[config.mk]
export PLATFORM = sky130hd
export DESIGN_NAME = mad_state_sel
export DESIGN_NICKNAME = d
export VERILOG_FILES = /design/src/rtl/mad_pkg.sv /design/src/rtl/mad_err_cond.sv /design/src/rtl/mad_score.sv /design/src/rtl/mad_argmax.sv /design/src/rtl/mad_state_sel.sv
export SDC_FILE = /design/constraint.sdc
export NUM_CORES = 1
export LEC_CHECK = 0
export CAP_MARGIN = 10
export CORE_MARGIN = 5
export CORE_UTILIZATION = 65
export DETAILED_ROUTE_END_ITERATION = 8
export GPL_ROUTABILITY_DRIVEN = 0
export PLACE_DENSITY = 0.83
export SLEW_MARGIN = 10
export SYNTH_ARGS = -nofsm -noshare
export SYNTH_HDL_FRONTEND = slang
export SYNTH_SLANG_ARGS = --single-unit
[constraint.sdc]
create_clock -name clk -period 30.4 [get_ports clk]
set_input_delay 6.08 -clock clk [delete_from_list [all_inputs] [get_ports clk]]
set_output_delay 6.08 -clock clk [all_outputs]
set_load 0.05 [all_outputs]
[src/rtl/mad_pkg.sv]
package mad_pkg;

    localparam int UW    = 16;   // unit-direction width, Q1.14
    localparam int NCAND = 3;    // redundant states per inner level

    localparam logic signed [UW-1:0] U_ONE = 16'sd16384;
    localparam logic signed [UW-1:0] U_MAJ = 16'sd14654;
    localparam logic signed [UW-1:0] U_MIN = 16'sd7327;

    typedef enum logic [1:0] {LVL0, LVL1, LVL2, LVL3} level_e;

    typedef logic signed [1:0] comp_t;

    typedef struct packed {
        comp_t s1;
        comp_t s2;
        comp_t s3;
    } cfg_t;

    typedef struct packed {
        logic signed [UW-1:0] ux;
        logic signed [UW-1:0] uy;
    } dir_t;

    // signed step between neighbouring switch signals
    function automatic comp_t step_of(logic prev_t, logic cur_t);
        if (cur_t && !prev_t)      return 2'sb01;
        else if (prev_t && !cur_t) return 2'sb11;
        else                       return 2'sb00;
    endfunction

    function automatic cfg_t cfg_of(logic [2:0] g);
        cfg_t c;
        c.s1 = {1'b0, g[2]};
        c.s2 = step_of(g[2], g[1]);
        c.s3 = step_of(g[1], g[0]);
        return c;
    endfunction

    // unit direction of (2*s2, s3), since C2 is half of C3
    function automatic dir_t dir_of(logic [2:0] g);
        dir_t d;
        case (g)
            3'b001:  begin d.ux = '0;     d.uy = U_ONE;  end
            3'b010:  begin d.ux = U_MAJ;  d.uy = -U_MIN; end
            3'b100:  begin d.ux = -U_ONE; d.uy = '0;     end
            3'b011:  begin d.ux = U_ONE;  d.uy = '0;     end
            3'b101:  begin d.ux = -U_MAJ; d.uy = U_MIN;  end
            3'b110:  begin d.ux = '0;     d.uy = -U_ONE; end
            default: begin d.ux = '0;     d.uy = '0;     end
        endcase
        return d;
    endfunction

    // k-th candidate of an inner level, in ascending gate order
    function automatic logic [2:0] cand_gate(level_e lv, int k);
        logic [2:0] one_hot;
        one_hot = 3'b001 << k;
        if (lv == LVL1) return one_hot;
        else            return ~(3'b100 >> k);
    endfunction

endpackage

[src/rtl/mad_err_cond.sv]
module mad_err_cond #(
    parameter int EW = 16
) (
    input  logic                 cur_neg,
    input  logic signed [EW-1:0] err_a,
    input  logic signed [EW-1:0] err_b,
    output logic signed [EW:0]   cor_a,
    output logic signed [EW:0]   cor_b
);
    logic signed [EW:0] ext_a;
    logic signed [EW:0] ext_b;

    always_comb begin
        ext_a = (EW+1)'(err_a);
        ext_b = (EW+1)'(err_b);
        cor_a = cur_neg ? -ext_a : ext_a;
        cor_b = cur_neg ? -ext_b : ext_b;
    end
endmodule

[src/rtl/mad_score.sv]
module mad_score
    import mad_pkg::*;
#(
    parameter int EW = 16,
    localparam int SW = EW + 1 + UW + 1
) (
    input  dir_t                 dir,
    input  logic signed [EW:0]   cor_a,
    input  logic signed [EW:0]   cor_b,
    output logic signed [SW-1:0] score
);
    logic signed [SW-1:0] prod_a;
    logic signed [SW-1:0] prod_b;

    always_comb begin
        prod_a = SW'(cor_a) * SW'(dir.ux);
        prod_b = SW'(cor_b) * SW'(dir.uy);
        score  = prod_a + prod_b;
    end
endmodule

[src/rtl/mad_argmax.sv]
module mad_argmax
    import mad_pkg::*;
#(
    parameter int SW = 34,
    localparam int IW = $clog2(NCAND)
) (
    input  logic signed [SW-1:0] score [NCAND],
    output logic [IW-1:0]        sel
);
    logic signed [SW-1:0] best;

    always_comb begin
        sel  = '0;
        best = score[0];
        for (int k = 1; k < NCAND; k++) begin
            if (score[k] > best) begin   // strict: ties keep lower index
                best = score[k];
                sel  = IW'(k);
            end
        end
    end
endmodule

[src/rtl/mad_state_sel.sv]
module mad_state_sel
    import mad_pkg::*;
#(
    parameter int EW = 16,
    localparam int SW = EW + 1 + UW + 1,
    localparam int IW = $clog2(NCAND)
) (
    input  logic                 clk,
    input  logic                 rst,
    input  logic                 strobe,
    input  logic [1:0]           level,
    input  logic                 cur_neg,
    input  logic signed [EW-1:0] err_c2,
    input  logic signed [EW-1:0] err_c3,
    output logic [2:0]           gate,
    output logic [1:0]           cfg_s1,
    output logic [1:0]           cfg_s2,
    output logic [1:0]           cfg_s3
);
    level_e               lvl;
    logic signed [EW:0]   cor_a;
    logic signed [EW:0]   cor_b;
    logic [2:0]           cand [NCAND];
    logic signed [SW-1:0] score [NCAND];
    logic [IW-1:0]        sel;
    logic [2:0]           next_gate;
    cfg_t                 cfg_q;

    assign lvl = level_e'(level);

    mad_err_cond #(.EW(EW)) u_cond (
        .cur_neg (cur_neg),
        .err_a   (err_c2),
        .err_b   (err_c3),
        .cor_a   (cor_a),
        .cor_b   (cor_b)
    );

    for (genvar k = 0; k < NCAND; k++) begin : g_cand
        assign cand[k] = cand_gate(lvl, k);
        mad_score #(.EW(EW)) u_score (
            .dir   (dir_of(cand[k])),
            .cor_a (cor_a),
            .cor_b (cor_b),
            .score (score[k])
        );
    end

    mad_argmax #(.SW(SW)) u_pick (
        .score (score),
        .sel   (sel)
    );

    always_comb begin
        case (lvl)
            LVL0:    next_gate = 3'b000;
            LVL3:    next_gate = 3'b111;
            default: next_gate = cand[sel];
        endcase
    end

    always_ff @(posedge clk) begin
        if (rst) begin
            gate  <= 3'b000;
            cfg_q <= '0;
        end else if (strobe) begin
            gate  <= next_gate;
            cfg_q <= cfg_of(next_gate);
        end
    end

    assign cfg_s1 = cfg_q.s1;
    assign cfg_s2 = cfg_q.s2;
    assign cfg_s3 = cfg_q.s3;

    AST_RESET_CLEAR: assert property (@(posedge clk) rst |=> (gate == 3'b000 && cfg_s1 == 2'b00 && cfg_s2 == 2'b00 && cfg_s3 == 2'b00));
    AST_LEVEL_MATCH: assert property (@(posedge clk) disable iff (rst) strobe |=> ($countones(gate) == int'($past(level))));
    AST_OUTER_LOW: assert property (@(posedge clk) disable iff (rst) (strobe && level == 2'd0) |=> (gate == 3'b000));
    AST_OUTER_HIGH: assert property (@(posedge clk) disable iff (rst) (strobe && level == 2'd3) |=> (gate == 3'b111));
    AST_CFG_TELESCOPE: assert property (@(posedge clk) disable iff (rst) (($signed(cfg_s1) + $signed(cfg_s2) + $signed(cfg_s3)) == $signed({1'b0, gate[0]})));
    AST_ZERO_ERR_L1: assert property (@(posedge clk) disable iff (rst) (strobe && level == 2'd1 && err_c2 == 0 && err_c3 == 0) |=> (gate == 3'b001));
    AST_ZERO_ERR_L2: assert property (@(posedge clk) disable iff (rst) (strobe && level == 2'd2 && err_c2 == 0 && err_c3 == 0) |=> (gate == 3'b011));
    AST_HOLD_IDLE: assert property (@(posedge clk) disable iff (rst) !strobe |=> ($stable(gate) && $stable(cfg_s2) && $stable(cfg_s3)));

endmodule

# [Yosys cells after proc, flatten, opt, wreduce, memory -nomap -nowiden]
# Cells that the tools add are included.
[totals] reg_bits=8 word_cells=66
[classes] n_addsub=5 mul=6 n_lt_le_gt_ge=3 eq_ne=20 mux=19 bitwise_logic=1 reduce_logical=8
[op_table] cell="case mux 32 bit (6 select lines)" count=3
[op_table] cell="multiplier 17 x 16 -> 33 bit" count=6
[op_table] cell="adder 34 bit" count=3
[op_table] cell="greater-than comparator 34 bit" count=2
[op_table] cell="2-to-1 mux 17 bit" count=2
[op_table] cell="2-to-1 mux 34 bit" count=1
[op_table] cell="negation 16 -> 17 bit" count=2
[op_table] cell="== test 3 bit (second input constant)" count=9
[op_table] cell="== test 3 x 2 -> 1 bit (second input constant)" count=6
[op_table] cell="2-to-1 mux 2 bit" count=7
[op_table] cell="== test 3 x 1 -> 1 bit (second input constant)" count=3
[op_table] cell="2-to-1 mux 3 bit" count=3
[op_table] cell="binary-select mux 3 bit (select 2 bit)" count=1
[op_table] cell="case mux 3 bit (2 select lines)" count=1
[op_table] cell="logical AND 1 bit" count=4
[op_table] cell="greater-or-equal comparator 3 bit (second input constant)" count=1
[op_table] cell="logical NOT 1 bit" count=3
[op_table] cell="inverter 2 -> 3 bit" count=1
[op_table] cell="== test 2 x 1 -> 1 bit (second input constant)" count=1
[op_table] cell="== test 2 bit (second input constant)" count=1
[op_table] cell="logical NOT 2 bit" count=1
[op_table] cell="2-to-1 mux 1 bit" count=1

# [Logic depth before layout (Yosys ltp)]
[logic_depth] ltp_word=19 ltp_mapped=67

# [Modules after synthesis]
# From an unflattened synthesis, not the netlist that was laid out.
[unflattened] hier_cells=7254 area_unflattened_um2=66981.7
[modules_own_cells] module="mad_score (g_cand[0].u_score ...)" instances=2 cells_per_inst=2259 area_per_inst_um2=21061.4
[modules_own_cells] module="mad_score (g_cand[2].u_score)" instances=1 cells_per_inst=2249 area_per_inst_um2=21001.4
[modules_own_cells] module="mad_argmax" instances=1 cells_per_inst=338 area_per_inst_um2=2705.1
[modules_own_cells] module="mad_err_cond" instances=1 cells_per_inst=98 area_per_inst_um2=700.7
[modules_own_cells] module="mad_state_sel" instances=1 cells_per_inst=51 area_per_inst_um2=451.7

# [Worst setup path after synthesis]
# No wires, ideal clock.
[synth_path] path_kind="in2reg" from="input port level[1]" to="register cfg_q (netlist bit cfg_s3[0])" arrival_time_ns=20.146 setup_slack_ns=10.169 path_stages=63 path_cell_list="inv_1 > ha_1 > clkbuf_1 > inv_1 > clkbuf_1 > clkbuf_1 > clkbuf_1 > ha_1 > inv_1 > fa_1 > inv_1 > fa_1 > inv_1 > fa_1 > inv_1 > fa_1 > fa_1 > inv_1 > (+27 left out) > buf_6 > mux2i_1 > ha_1 > a211oi_1 > o21bai_1 > a21oi_1 > a21boi_0 > o41ai_1 > mux2i_1 > a21o_1 > a31oi_4 > nand2b_1 > ha_1 > inv_1 > mux2i_1 > o21ai_0 > ha_1 > a211oi_1"
[synth_between] elab_chain_len=19 elab_cells_between_ends=52 cone_classes="3 x add/sub; 6 x mul; 2 x order compare; 20 x eq/ne; 15 x mux; 1 x bitwise; 5 x reduce/logical"
[synth_lines] item="start, declared" line="mad_state_sel.sv:11" rtl="input logic [1:0] level,"
[synth_lines] item="== test 2 x 1 -> 1 bit" line="mad_pkg.sv:59" rtl="if (lv == LVL1) return one_hot;"
[synth_lines] item="2-to-1 mux 3 bit / 2-to-1 mux 2 bit (equally long branches)" line="mad_pkg.sv:59"
[synth_lines] item="== test 3 bit (tied with other cells)" line="mad_pkg.sv:43" rtl="case (g)"
[synth_lines] item="case mux 32 bit (6 select lines)" line="mad_pkg.sv:43"
[synth_lines] item="multiplier 17 x 16 -> 33 bit, on equally long branches" line="mad_score.sv:17, mad_score.sv:16"
[synth_lines] item="adder 34 bit" line="mad_score.sv:18" rtl="score = prod_a + prod_b;"
[synth_lines] item="greater-than comparator 34 bit" line="mad_argmax.sv:16" rtl="if (score[k] > best) begin"
[synth_lines] item="2-to-1 mux 34 bit" line="mad_argmax.sv:16"
[synth_lines] item="(+2 left out)"
[synth_lines] item="inverter 2 -> 3 bit (implied by the code)" line="mad_state_sel.sv:58" rtl="default: next_gate = cand[sel];"
[synth_lines] item="binary-select mux 3 bit (select 2 bit)" line="mad_state_sel.sv:58"
[synth_lines] item="2-to-1 mux 3 bit (implied by the code) (2 in series)" line="mad_state_sel.sv:58"
[synth_lines] item="case mux 3 bit (2 select lines) (*)" line="mad_state_sel.sv:55" rtl="case (lvl)"
[synth_lines] item="logical NOT 1 bit" line="mad_pkg.sv:28" rtl="else if (prev_t && !cur_t) return 2'sb11;"
[synth_lines] item="logical AND 1 bit" line="mad_pkg.sv:28"
[synth_lines] item="2-to-1 mux 2 bit" line="mad_pkg.sv:28"
[synth_lines] item="2-to-1 mux 2 bit (*)" line="mad_pkg.sv:27" rtl="if (cur_t && !prev_t) return 2'sb01;"
[synth_lines] item="end signal, assigned" line="mad_state_sel.sv:68" rtl="cfg_q <= cfg_of(next_gate);"
[synth_lines] item="end, declared" line="mad_state_sel.sv:27" rtl="cfg_t cfg_q;"
# Every way passes the cells marked *; elsewhere a longest branch is shown, timed or not. The select of a mux whose other input is x is not followed.
# A chain may end at the register's enable or synchronous reset.

# [Worst setup path after layout]
[layout_path] from="input port err_c3[0]" to="register cfg_q (netlist bit cfg_s3[0])"
[layout_between] elab_chain_len=17 elab_cells_between_ends=24 cone_classes="4 x add/sub; 3 x mul; 2 x order compare; 10 x mux; 1 x bitwise; 4 x reduce/logical"
[layout_lines] item="start, declared" line="mad_state_sel.sv:14" rtl="input logic signed [EW-1:0] err_c3,"
[layout_lines] item="negation 16 -> 17 bit" line="mad_err_cond.sv:17" rtl="cor_b = cur_neg ? -ext_b : ext_b;"
[layout_lines] item="2-to-1 mux 17 bit (*)" line="mad_err_cond.sv:17"
[layout_lines] item="multiplier 17 x 16 -> 33 bit" line="mad_score.sv:17" rtl="prod_b = SW'(cor_b) * SW'(dir.uy);"
[layout_lines] item="adder 34 bit" line="mad_score.sv:18"
[layout_lines] item="greater-than comparator 34 bit" line="mad_argmax.sv:16"
[layout_lines] item="2-to-1 mux 34 bit" line="mad_argmax.sv:16"
[layout_lines] item="greater-than comparator 34 bit" line="mad_argmax.sv:16"
[layout_lines] item="2-to-1 mux 2 bit (*)" line="mad_argmax.sv:16"
[layout_lines] item="inverter 2 -> 3 bit (implied by the code) (*)" line="mad_state_sel.sv:58"
[layout_lines] item="binary-select mux 3 bit (select 2 bit) (*)" line="mad_state_sel.sv:58"
[layout_lines] item="2-to-1 mux 3 bit (implied by the code) (*) (2 in series)" line="mad_state_sel.sv:58"
[layout_lines] item="case mux 3 bit (2 select lines) (*)" line="mad_state_sel.sv:55"
[layout_lines] item="logical NOT 1 bit" line="mad_pkg.sv:28"
[layout_lines] item="logical AND 1 bit" line="mad_pkg.sv:28"
[layout_lines] item="2-to-1 mux 2 bit" line="mad_pkg.sv:28"
[layout_lines] item="2-to-1 mux 2 bit (*)" line="mad_pkg.sv:27"
# Marked as above.

==> flow_summary.ini <==
[run_status]
status = completed

[flow_run]
max_cap_viol_count = 0

[placement]
portBuffers = 45
dp_hpwl_mm = 57.3

[setup_path]
max_stage_delay_ps = 780
cp_max_fo = 21
critPathArrivalTime_ps = 23650
cpMostUsedCell = inv_1
worst-path-buf-inv = 9
slowest_stage = a41oi_4
end_kind = flip-flop
startpoint_type = input port
critPathRequiredTime_ps = 30550
worstSetupPathType = in -> reg
cp_top_family = compound AO/OA/AOI/OAI gates

[timing]
hold_viol = 0
slew_headroom = 0.194
fin_worst_skew_ps = 0
finalSetupViolations = 0
grt_setup_unrepaired = no
fin_setup_tns_ps = 0
hold_slack_ps = 499
fmax_mhz = 42.6
worst_pin_slew_ps = 1210
slew_viol_final = 0
period_share = 0.773
layout_min_cycle_time_ps = 23500

[cells_and_area]
syn2layout_area_growth_pct = 4.31
fillers = 2896
antenna-diode-count = 0
fin_nets = 3776
multi_input_area_um2 = 22000
drive_above_1_share = 0.0171
mostFrequentLayoutCells = inv_1, ha_1, fa_1, nor2_1, xnor2_1
layout_commonest_cell = inv_1
seqCellArea_um2 = 140
post-route-util = 0.686

[clock_tree]
clock_latency_ps = 240
clk_path_buf_depth = 2
cts_tree = yes
clk_pin_slew_worst_paths_ps = 40
h-tree-depth = 1
cts-root-buf = clkbuf_16
hold_buffers = 0
cts.sinks = 7
cts_setup_buffers = 0
post_cts_resized = 0
cts_buffers = 3

[grt]
grt_pass1_wl_mm = 106
grtUsageTotal = 0.315
grt_pass1_vias = 21200
grt_start_max_net_pins = 48
grt_overflow = 0
antenna_found_initial = 0

[route]
drt_pass1_iterations = 6
drt-vias-per-instance = 6.00
ant_nets = 0
wl_per_cell_um = 19.5
vias = 19900
drt_iter0_drc = 1682
drt-total-wl_mm = 64.8
drc = 0

[yosys]
ys_ff_latch = 7
ys.flop_type = dfxtp_1
syn_inst = 2796
synth_area_per_cell_um2 = 8.83
synth_cell_types = 82
syn_area_um2 = 24700
synth-seq-area-share = 0.00567
synth-edff-count = 0
synthArstFlopShare = 0
ys_warn_count = 0

[floorplanning]
row_count = 71
die-area_um2 = 42000
die_y_um = 205
initial_core_util = 0.657
ios = 47
core-area_um2 = 37600
dieWidth_um = 205

[worst_hold_path]
hp-class = reg -> reg
==> cells in the mapped netlist, types with 5 or more instances <==
master	n	area [µm²]
inv_1	639	2400
ha_1	528	6610
fa_1	400	8010
nor2_1	173	649
xnor2_1	138	1210
nand2_1	125	469
a21oi_1	107	536
o21ai_0	101	505
xor2_1	53	464
a21o_1	51	383
clkbuf_1	45	169
nand2b_1	28	175
nor3_1	28	140
mux2i_1	27	270
nand3_1	27	135
o21bai_1	23	173
nor2b_1	21	131
o31ai_1	20	150
and2_1	19	119
o21a_1	17	128
a211oi_1	16	120
a31oi_1	15	93.8
and3_1	15	93.8
o211ai_1	15	113
nand4_1	13	81.3
or4_1	11	82.6
or3_1	9	56.3
o31a_1	8	70.1
or2_2	8	50.1
dfxtp_1	7	140
a21boi_0	6	45.0
a311oi_1	6	52.6
nor4_1	6	37.5
o41ai_1	6	52.6
a31o_2	5	43.8
buf_1	5	18.8
o311ai_0	5	43.8
==> cell families (layout without fill, tap and decap cells) <==
group,Yosys count,after routing,synth area share
AO/OA/AOI/OAI,437,437,0.117
XOR/XNOR,191,191,0.0677
adder cells (fa/ha/maj),929,929,0.592
buffers and inverters,695,702,0.107
flip-flops,7,7,0.00567
multiplexers,30,30,0.0123
other,2,8,0.000304
AND/OR/NAND/NOR,505,505,0.0978
==> metrics by stage <==
step / cell area [µm²] / std cells / setup slack [ps]
5_1_grt: 25800 / 3320 / 5860
2_1_floorplan: 24700 / 2802 / 10170
4_1_cts: 25800 / 3320 / 7210
3_3_place_gp: 25700 / 3316 / 7830
3_5_place_dp: 25700 / 3316 / 7050
6_report: 25800 / 3320 / 6900
==> sequential cells by signal, summed over array words and instances, names as in the netlist <==
name and cells:
cfg_s3 2, cfg_s2 2, gate 3
==> worst paths after layout <==
check	start	to	slack [ps]	cells past startpoint
max reg2reg	gate[2]	gate[2]	29650	2
min	gate[0]	gate[0]	500	2
max	err_c3[0]	cfg_s3[0]	6900	62
min reg2reg	gate[0]	gate[0]	500	2
==> final cells by class <==
class,count,area share
clock buffer,4,0.00306
tap,511,0.0248
inverter,640,0.0932
sequential,7,0.00544
timing repair buffer,58,0.0213
multi-input combinational,2100,0.852
==> layer usage <==
metal	share of wire	routed length, µm	up-vias	track usage
met2	0.47	30300	977	0.523
met3	0.084	5430	227	0.0451
met4	0.051	3330	0	0.129
met5	0	0	-	0
li1	-	-	9097	-
met1	0.40	25700	9625	0.415
==> worst register-to-register path, delay by kind of cell, from the launching register on <==
kind | cells | cell delay (ps)
flops | 1 | 350
simple gates | 1 | 50
compound gates | 1 | 260
Power is not shown: default switching activity piles up to over one toggle a cycle in this logic, so the estimate is an artifact.
